File: src/rtl/npcPkg.sv
package npcPkg;

  typedef enum logic [2:0] {
    XF_SEQ  = 3'd0,
    XF_BEQ  = 3'd1,
    XF_BNE  = 3'd2,
    XF_JMP  = 3'd3,
    XF_JAL  = 3'd4,
    XF_JREG = 3'd5
  } xferKind_e;

  // strobes from control to datapath; at most one select is high
  typedef struct packed {
    logic selRel;   // relative branch target
    logic selAbs;   // region-local direct target
    logic selReg;   // full register target
    logic redirect; // any of the above
  } npcStrobe_t;

endpackage

File: src/rtl/npcControl.sv
module npcControl
  import npcPkg::*;
#(
  parameter int DATA_W = 32
) (
  input  logic [2:0]        kindIn,
  input  logic [DATA_W-1:0] opA,
  input  logic [DATA_W-1:0] opB,
  output npcStrobe_t        strobe
);

  logic operandsMatch;
  xferKind_e kind;

  assign operandsMatch = (opA == opB);
  assign kind          = xferKind_e'(kindIn);

  always_comb begin
    strobe = '0;
    unique case (kind)
      XF_BEQ:  strobe.selRel = operandsMatch;
      XF_BNE:  strobe.selRel = !operandsMatch;
      XF_JMP,
      XF_JAL:  strobe.selAbs = 1'b1;
      XF_JREG: strobe.selReg = 1'b1;
      default: strobe = '0; // sequential and unused codes
    endcase
    strobe.redirect = strobe.selRel | strobe.selAbs | strobe.selReg;
  end

endmodule

File: src/rtl/npcDatapath.sv
module npcDatapath
  import npcPkg::*;
#(
  parameter int              PC_W     = 32,
  parameter int              OFF_W    = 16,
  parameter int              TGT_W    = 26,
  parameter logic [PC_W-1:0] RESET_PC = '0
) (
  input  logic             clk,
  input  logic             rst,
  input  logic             advance,
  input  npcStrobe_t       strobe,
  input  logic [OFF_W-1:0] offsetField,
  input  logic [TGT_W-1:0] jumpField,
  input  logic [PC_W-1:0]  regTarget,
  output logic [PC_W-1:0]  pcQ,
  output logic [PC_W-1:0]  seqPc
);

  localparam int ALIGN_W = 2;
  localparam int REGION_W = PC_W - TGT_W - ALIGN_W;
  localparam int EXT_W = PC_W - OFF_W - ALIGN_W;
  localparam logic [PC_W-1:0] STEP = PC_W'(4);

  logic [PC_W-1:0] byteOffset;
  logic [PC_W-1:0] relPc;
  logic [PC_W-1:0] absPc;
  logic [PC_W-1:0] nextPc;

  assign seqPc      = pcQ + STEP;
  assign byteOffset = {{EXT_W{offsetField[OFF_W-1]}}, offsetField, {ALIGN_W{1'b0}}};
  assign relPc      = seqPc + byteOffset;
  assign absPc      = {pcQ[PC_W-1 -: REGION_W], jumpField, {ALIGN_W{1'b0}}};

  always_comb begin
    nextPc = seqPc;
    if (strobe.selRel)      nextPc = relPc;
    else if (strobe.selAbs) nextPc = absPc;
    else if (strobe.selReg) nextPc = regTarget;
  end

  always_ff @(posedge clk) begin
    if (rst)          pcQ <= RESET_PC;
    else if (advance) pcQ <= nextPc;
  end

endmodule

File: src/rtl/nextPcUnit.sv
module nextPcUnit
  import npcPkg::*;
#(
  parameter int              PC_W     = 32,
  parameter int              OFF_W    = 16,
  parameter int              TGT_W    = 26,
  parameter logic [PC_W-1:0] RESET_PC = '0
) (
  input  logic             clk,
  input  logic             rst,
  input  logic             advance,
  input  logic [2:0]       kindIn,
  input  logic [OFF_W-1:0] offsetField,
  input  logic [TGT_W-1:0] jumpField,
  input  logic [PC_W-1:0]  opA,
  input  logic [PC_W-1:0]  opB,
  input  logic [PC_W-1:0]  regTarget,
  output logic [PC_W-1:0]  pcOut,
  output logic [PC_W-1:0]  linkOut,
  output logic             takenOut
);

  npcStrobe_t strobe;

  npcControl #(.DATA_W(PC_W)) u_ctrl (
    .kindIn (kindIn),
    .opA    (opA),
    .opB    (opB),
    .strobe (strobe)
  );

  npcDatapath #(
    .PC_W(PC_W), .OFF_W(OFF_W), .TGT_W(TGT_W), .RESET_PC(RESET_PC)
  ) u_dp (
    .clk         (clk),
    .rst         (rst),
    .advance     (advance),
    .strobe      (strobe),
    .offsetField (offsetField),
    .jumpField   (jumpField),
    .regTarget   (regTarget),
    .pcQ         (pcOut),
    .seqPc       (linkOut)
  );

  assign takenOut = strobe.redirect;

endmodule

File: config.mk
export PLATFORM = sky130hd
export DESIGN_NAME = nextPcUnit
export DESIGN_NICKNAME = d
export VERILOG_FILES = /design/src/rtl/npcPkg.sv /design/src/rtl/npcControl.sv /design/src/rtl/npcDatapath.sv /design/src/rtl/nextPcUnit.sv
export SDC_FILE = /design/constraint.sdc
export NUM_CORES = 1
export LEC_CHECK = 0
export ABC_AREA = 0
export BUFFER_PORTS_ARGS = -buffer_cell sky130_fd_sc_hd__buf_2
export CAP_MARGIN = 40
export CORE_UTILIZATION = 36
export DETAILED_ROUTE_END_ITERATION = 16
export GPL_ROUTABILITY_DRIVEN = 0
export PLACE_DENSITY_LB_ADDON = 0.2
export SLEW_MARGIN = 10
export SYNTH_ARGS = -nofsm -noshare
export SYNTH_HDL_FRONTEND = slang
export SYNTH_SLANG_ARGS = --single-unit
export TNS_END_PERCENT = 30
File: constraint.sdc
create_clock -name clk -period 7.65 [get_ports clk]
set_input_delay 0 -clock clk [delete_from_list [all_inputs] [get_ports clk]]
set_output_delay 0 -clock clk [all_outputs]
set_load 0.05 [all_outputs]
==> summary by stage, run 1 <==
Run status
The run finished with clean final reports.

Clock tree
The total setup buffers inserted after CTS is 0. For this design, the sink count on the clock tree is 32. The clock root buffer master is sky130_fd_sc_hd__clkbuf_16.

The clock tree from TritonCTS is yes. The CTS H-tree depth is 2. The clock tree buffer depth is 2. At the later pin of the worst-skew pair, clock insertion delay measures 290 ps. Clock tree synthesis inserted a total of 5 buffers. After clock tree synthesis, the clock-pin slew on the worst setup and hold paths is 60 ps.

Cells and area
The multi-input logic area is 3710 µm². The number of flip-flops under the largest register name is 32. The largest registers in the layout are u_dp.pcQ: 32 flops.

The top cell types in the final layout, fill and taps aside, are 208 x sky130_fd_sc_hd__buf_2, 71 x sky130_fd_sc_hd__nor2_1, 70 x sky130_fd_sc_hd__nand2_1. The sequential cell area is 641 µm². Leaving out fill and tap cells, the most frequent cell in the layout is sky130_fd_sc_hd__buf_2. Relative to the synthesized area, the layout overhead comes to 30.3%. The number of non-filler instances in the completed layout is 979. The net count reported at finish is 991. The most flop-heavy register is u_dp.pcQ.

The antenna cell count is 0. Fill cells in the final layout number 1236. The fraction of final layout cells sized beyond drive strength 1 is 0.285.

Timing
For the final routed database, the setup TNS stands at 0 ps. Setup repair after global routing left no endpoint under its margin. The final worst-path cycle share is 0.547. The worst path in the final design needs a cycle of 4190 ps, including I/O delays and setup. On the final layout, the worst hold slack is 18.9 ps.

The number of max-slew violations in the final report came to 0. The final number of hold-violating endpoints is 0. The total of endpoints with negative setup slack in the final report is 0. The final critical-path setup slack is 3460 ps. The slew at the pin with the worst max-slew slack is 791 ps.

The worst clock skew on the final layout is 6.53 ps. The worst pin sits at a relative slew slack of 0.471. The fmax is 239 MHz.

Synth
The number of enable-type register cells in the synthesized netlist is 0. The number of nets in the synthesized netlist is 799. The number of standard cells after synthesis is 618. In the synthesized netlist the dominant register cell turns out to be sky130_fd_sc_hd__dfxtp_1. The netlist area before placement is 4480 µm².

Of the synthesized area, sequential elements account for 0.143. Counting flops and latches in the post-synthesis netlist gives 32. After synthesis, the netlist uses 65 different library cells. After synthesis, the mean cell area works out to 7.25 µm².

Yosys printed 0 warnings. Of all flip-flops after synthesis, the portion carrying an async set or reset was 0.

Die
The cell row count is 40. The overall die height is 114 µm. 209 I/O pins were placed. The die boundary width is 114 µm.

The starting density of the core is 0.371. The die covers 12900 µm². The core region is 12100 µm².

Critical path
The flop-to-flop setup slack is 3460 ps. The data arrival time of the critical path is 4340 ps. The capturing element type of the critical path is a flip-flop. The biggest fanout along the worst timing path is 7. STA puts the critical path data required time at 7810 ps.

The critical register-to-register path startpoint is u_dp.pcQ[12]. The worst setup path is of the flip-flop to flip-flop kind. STA classifies the critical path startpoint as a flip-flop.

For the worst flop-to-flop path, the logic depth is 14. The capture instance of the worst register-to-register path is u_dp.pcQ[30].

Placement
In this run, placement finished with an instance count of 970. The setup slack at placement is 3550 ps. The half-perimeter wire length after placement is 13.0 mm. The count of buffers added on input and output ports is 208.

Route
The detailed router put a total of 7.39 mm of wire on met1. After detailed routing, the average wire length per cell comes to 17.1 µm. The routed length on met3 is 1.29 mm. The residual DRC count is 0. The number of iterations in the first detailed-routing pass is 4. The highest layer touched by signal routing is met4. The number of routed nets with antenna violations is 0.

For this block, the initial DRC count from the detailed router was 288. The via count normalized by instance count is 5.48. The sum of routed wire length over all layers is 16.8 mm.

The routed design uses 7.57 mm of met2 wire. The via count of the routed design is 5366.

Run
The number of max-capacitance violations reported is 0.

Power
In this run the static leakage power is 2.79 nW. The total design power is 0.000833 W. In this run the power density over the cells is 143 nW/µm². The worst ir drop on vdd is 82.2 µV.

Hold path
The end point of the worst hold path is u_dp.pcQ[21]. The worst hold path class is primary input to flip-flop. Along the worst hold path, the cell count comes to 3. The worst hold path begins at jumpField[19].

Global route
The largest net degree at the start of global routing is 44. In the global route stage, overall resource usage came out at 0.259. The first-pass GRT wire length is 26.2 mm.

The via count of the first global-routing pass came to 5275. After global routing the overflow that remains totals 0. The initial antenna violation count came to 0.
-- Yosys cell counts (4+ instances only) --
cell | n | share of area
sky130_fd_sc_hd__a211oi_1 | 19 | 0.032
sky130_fd_sc_hd__a21o_1 | 6 | 0.010
sky130_fd_sc_hd__a21oi_1 | 47 | 0.053
sky130_fd_sc_hd__a221o_1 | 5 | 0.011
sky130_fd_sc_hd__a311oi_1 | 4 | 0.0078
sky130_fd_sc_hd__and2_1 | 10 | 0.014
sky130_fd_sc_hd__and3_1 | 10 | 0.014
sky130_fd_sc_hd__and4_1 | 4 | 0.0078
sky130_fd_sc_hd__clkbuf_1 | 25 | 0.021
sky130_fd_sc_hd__dfxtp_1 | 32 | 0.14
sky130_fd_sc_hd__ha_1 | 36 | 0.10
sky130_fd_sc_hd__inv_1 | 8 | 0.0067
sky130_fd_sc_hd__mux2i_1 | 13 | 0.029
sky130_fd_sc_hd__nand2_1 | 70 | 0.059
sky130_fd_sc_hd__nand2b_1 | 6 | 0.0084
sky130_fd_sc_hd__nand3_1 | 14 | 0.016
sky130_fd_sc_hd__nand4_1 | 15 | 0.021
sky130_fd_sc_hd__nor2_1 | 71 | 0.059
sky130_fd_sc_hd__nor2b_1 | 6 | 0.0084
sky130_fd_sc_hd__nor3_1 | 10 | 0.011
sky130_fd_sc_hd__nor4_1 | 11 | 0.015
sky130_fd_sc_hd__o211ai_1 | 5 | 0.0084
sky130_fd_sc_hd__o21a_1 | 9 | 0.015
sky130_fd_sc_hd__o21ai_0 | 24 | 0.027
sky130_fd_sc_hd__o21ai_1 | 14 | 0.016
sky130_fd_sc_hd__xnor2_1 | 32 | 0.063
sky130_fd_sc_hd__xor2_1 | 52 | 0.10
-- layout make-up --
type | count | area share
Clock inverter | 3 | 0.00321
Clock buffer | 5 | 0.0214
Multi-Input combinational cell | 550 | 0.636
Tap cell | 168 | 0.0360
Sequential cell | 32 | 0.110
Timing Repair Buffer | 213 | 0.189
Inverter | 8 | 0.00514
-- per-layer routing --
metal	track usage	vias to the layer above
met2	0.439	262
met3	0.0388	39
li1	-	2651
met1	0.327	2414
met4	0.104	0
met5	0	-
-- worst max-delay path, stage by stage, from the launching register on --
cell	delay [ps]
sky130_fd_sc_hd__dfxtp_1	460
sky130_fd_sc_hd__nand4_1	250
sky130_fd_sc_hd__or2_1	380
sky130_fd_sc_hd__nor3_1	370
sky130_fd_sc_hd__nand2_1	120
sky130_fd_sc_hd__xnor2_1	320
sky130_fd_sc_hd__ha_1	320
sky130_fd_sc_hd__a21o_1	190
sky130_fd_sc_hd__a21oi_1	150
sky130_fd_sc_hd__nor2b_1	70
sky130_fd_sc_hd__or4b_1	470
sky130_fd_sc_hd__a31o_1	220
sky130_fd_sc_hd__a41oi_1	220
sky130_fd_sc_hd__xor2_1	100
sky130_fd_sc_hd__a2111oi_0	420
-- report_power, final --
group | switching [W] | internal [W] | total (W)
sequential | 0.0000203 | 0.000179 | 0.000200
combinational | 0.000279 | 0.000153 | 0.000432
clock | 0.0000819 | 0.000120 | 0.000202
total | 0.000381 | 0.000452 | 0.000833
-- how the worst max path moves through the flow --
| stage | from | endpoint | cells past startpoint |
|---|---|---|---|
| 3_5_place_dp | u_dp.pcQ[12] | u_dp.pcQ[30] | 14 |
| 6_report | u_dp.pcQ[12] | u_dp.pcQ[30] | 14 |
| 2_1_floorplan | u_dp.pcQ[12] | u_dp.pcQ[30] | 15 |
| 4_1_cts | u_dp.pcQ[2] | u_dp.pcQ[23] | 13 |
| 3_3_place_gp | u_dp.pcQ[2] | u_dp.pcQ[23] | 13 |
| 5_1_grt | u_dp.pcQ[12] | u_dp.pcQ[30] | 12 |
-- logic make-up (layout without fill, tap and decap cells) --
logic type      count (synthesis)  in the layout  synth area share
simple gates                  238            238             0.255
buf+inv                        36            229            0.0318
fa+ha+maj                      37             37             0.105
compound gates                174            174             0.262
xor+xnor                       84             84             0.164
mux                            17             17            0.0391
flops                          32             32             0.143
-- through the flow --
| stage | instance area, µm² | utilization |
|---|---|---|
| floorplan | 4480 | - |
| global placement | 5660 | 0.469 |
| detailed placement | 5680 | 0.471 |
| CTS | 5840 | 0.484 |
| global route | 5840 | 0.484 |
| finish | 5840 | 0.484 |
-- repair_timing --
action                                 CTS  global route
hold buffers                             1             0
gates resized for setup                  0             0
endpoints found under the hold margin    1             0
(Power assumes the default switching activity.)
==> run 2: changes to the inputs <==
==> constraint.sdc (replaced) <==
create_clock -name clk -period 4.3 [get_ports clk]
set_input_delay 0 -clock clk [delete_from_list [all_inputs] [get_ports clk]]
set_output_delay 0 -clock clk [all_outputs]
set_load 0.05 [all_outputs]
==> run 2 against run 1 <==
Final cell count rose by 0.82%. Total power rose by 81%. Clock power rose by 87%. Critical endpoint unchanged. Largest power group unchanged.
==> summary by stage, run 2 (synthesized netlist as in run 1, its figures left out) <==
Run status
Status: completed (unchanged).

Route
The DRC marker count from the first detailed-route iteration is 300 (was 288). The number of routed nets with antenna violations is 0 (unchanged). The sum of routed wire length over all layers came to 16.6 mm (was 16.8 mm). The number of iterations in the first detailed-routing pass is 5 (was 4). The routed length per instance was 16.8 µm (was 17.1 µm). The via count of the routed design is 5452 (was 5366). The residual DRC count came to 0 (unchanged). The via count normalized by instance count is 5.52 (was 5.48).

Cells and area
The sequential cell area is 641 µm² (unchanged). The antenna cell count is 0 (unchanged). The area growth from synthesis to layout is 34.2% (was 30.3%). The most flop-heavy register was u_dp.pcQ (unchanged). The count of fill cells added during filler insertion was 1237 (was 1236).

The fraction of final layout cells sized beyond drive strength 1 is 0.310 (was 0.285). The net count reported at finish is 999 (was 991). The number of non-filler instances in the completed layout is 987 (was 979).

The multi-input logic area is 3830 µm² (was 3710 µm²). Highest-count cells in the layout ignoring fill and taps: 208 x sky130_fd_sc_hd__buf_2, 71 x sky130_fd_sc_hd__nor2_1, 70 x sky130_fd_sc_hd__nand2_1 (unchanged). Largest registers ranked by flip-flop count: u_dp.pcQ: 32 flops (unchanged). The number of flip-flops under the largest register name came to 32 (unchanged). The most common library cell in the layout ignoring fill and taps is sky130_fd_sc_hd__buf_2 (unchanged).

Global route
The total congestion overflow is 0 (unchanged). The global router's overall resource usage is 0.256 (was 0.259). The largest net degree at the start of global routing is 44 (unchanged).

The via count of the first global-routing pass is 5158 (was 5275). The first-pass GRT wire length was 26.0 mm (was 26.2 mm). The initial antenna violation count is 0 (unchanged).

Power
The leakage power total is 2.91 nW (was 2.79 nW). The worst ir drop on vdd was 161 µV (was 82.2 µV). The power density over the cells was 251 nW/µm² (was 143 nW/µm²).

Critical path
The data arrival time of the critical path is 4130 ps (was 4340 ps). The capturing element type of the critical path is a flip-flop (unchanged). The data required time of the critical path is 4460 ps (was 7810 ps). The kind of launch point of the worst setup path is a flip-flop (unchanged). The biggest fanout along the worst timing path was 6 (was 7). The type of the worst setup path is flip-flop to flip-flop (unchanged).

Timing
The final worst-path cycle share came to 0.924 (was 0.547). The worst slew slack as a fraction of its limit is 0.447 (was 0.471). The final number of hold-violating endpoints is 0 (unchanged).

The final critical-path setup slack came to 327 ps (was 3460 ps). The number of max-slew violations in the final report came to 0 (unchanged). The slew at the pin with the worst max-slew slack is 813 ps (was 791 ps). The total of endpoints with negative setup slack in the final report was 0 (unchanged). The worst clock skew on the final layout is 5.14 ps (was 6.53 ps).

Unrepaired setup endpoints after global routing: no (unchanged). The time the worst path needs with I/O delays and setup came to 3970 ps (was 4190 ps). The fmax was 252 MHz (was 239 MHz).

Die
The top-level port count is 209 (unchanged). The die boundary width is 114 µm (unchanged). The starting density of the core is 0.371 (unchanged).

The overall die height is 114 µm (unchanged). The cell row count is 40 (unchanged). The area of the core came to 12100 µm² (unchanged). The die outline area is 12900 µm² (unchanged).

Clock tree
The clock-pin slew on the worst setup and hold paths is 60 ps (about the same). The CTS H-tree depth is 2 (unchanged). The clock tree buffer depth came to 2 (unchanged). The clock tree from TritonCTS is yes (unchanged). The clock buffer count from CTS came to 5 (unchanged). The clock root buffer master is sky130_fd_sc_hd__clkbuf_16 (unchanged). The number of sinks handled by clock tree synthesis came to 32 (unchanged). The latest clock arrival within the worst-skew pair was 280 ps (was 290 ps).

Placement
The number of input and output port buffers inserted is 208 (unchanged). The setup slack at placement is 125 ps (was 3550 ps). The placed cell count is 975 (was 970). The half-perimeter wire length after placement is 13.3 mm (was 13.0 mm).

Run
The number of max-capacitance violations reported came to 0 (unchanged).

Hold path
The worst hold path class is primary input to flip-flop (unchanged).
-- run 2: cell types whose count changed in the layout (fill, tap and decap cells not counted), sizes merged --
cell,before,now
clkinv,3,2
clkbuf,5,6
buf,212,219
dlygate4sd3,1,2
-- run 2: repair_timing --
action / 4_1_cts / 5_1_grt
endpoints found under the hold margin: 2 / 0
setup endpoints to repair: 0 / 2
gates resized for setup: 0 / 2
buffers inserted: 0 / 2
hold buffers: 2 / 0
-- run 2: final timing paths --
check / cells after the start / slack (ps) / start / to
min reg2reg: 2 / 530 / u_dp.pcQ[0] / u_dp.pcQ[0]
max reg2reg: 14 / 330 / u_dp.pcQ[14] / u_dp.pcQ[30]
max: 14 / 330 / u_dp.pcQ[14] / u_dp.pcQ[30]
min: 3 / 20 / jumpField[19] / u_dp.pcQ[21]
-- run 2: worst max-delay path, cell delays in order, from the launching register on --
cell and delay, ps:
sky130_fd_sc_hd__dfxtp_1 440, sky130_fd_sc_hd__nand4_1 230, sky130_fd_sc_hd__or2_1 380, sky130_fd_sc_hd__nor3_1 300
sky130_fd_sc_hd__nand2_1 180, sky130_fd_sc_hd__xnor2_4 180, sky130_fd_sc_hd__ha_1 340, sky130_fd_sc_hd__a21o_1 180
sky130_fd_sc_hd__a21oi_1 170, sky130_fd_sc_hd__nor2b_1 80, sky130_fd_sc_hd__or4b_1 460, sky130_fd_sc_hd__a31o_1 210
sky130_fd_sc_hd__a41oi_1 190, sky130_fd_sc_hd__xor2_1 100, sky130_fd_sc_hd__a2111oi_0 400
-- run 2: area by class of cell --
class,instances,share of cell area
timing repair buffer,221,0.191
sequential,32,0.107
clock buffer,6,0.0231
inverter,8,0.00499
clock inverter,2,0.00166
multi-input combinational,550,0.637
tap,168,0.0350
-- run 2: per-stage QoR --
step | hold slack (ps) | TNS (ps) | cell area (µm²) | total power (W) | utilization
after floorplan | 176 | -135 | 4600 | 0.000902 | -
after global placement | 266 | 0 | 5800 | 0.00112 | 0.481
after detailed placement | 279 | 0 | 5820 | 0.00113 | 0.482
after CTS | 18.0 | 0 | 5990 | 0.00151 | 0.496
after global routing | 56.9 | 0 | 6010 | 0.00159 | 0.498
final | 19.7 | 0 | 6010 | 0.00151 | 0.498
-- run 2: power by group --
group          internal (W)  switching [W]  total (W)
combinational      0.000278       0.000495   0.000773
clock              0.000229       0.000148   0.000377
sequential         0.000319      0.0000386   0.000358
total              0.000826       0.000681    0.00151
-- run 2: metal layers --
layer  vias to the layer above  GRT usage  part of all wire
met5                         -          0                 0
met4                         0     0.0746             0.023
met3                        30     0.0468             0.085
met2                       242      0.437              0.46
met1                      2513      0.327              0.43
li1                       2667          -                 -
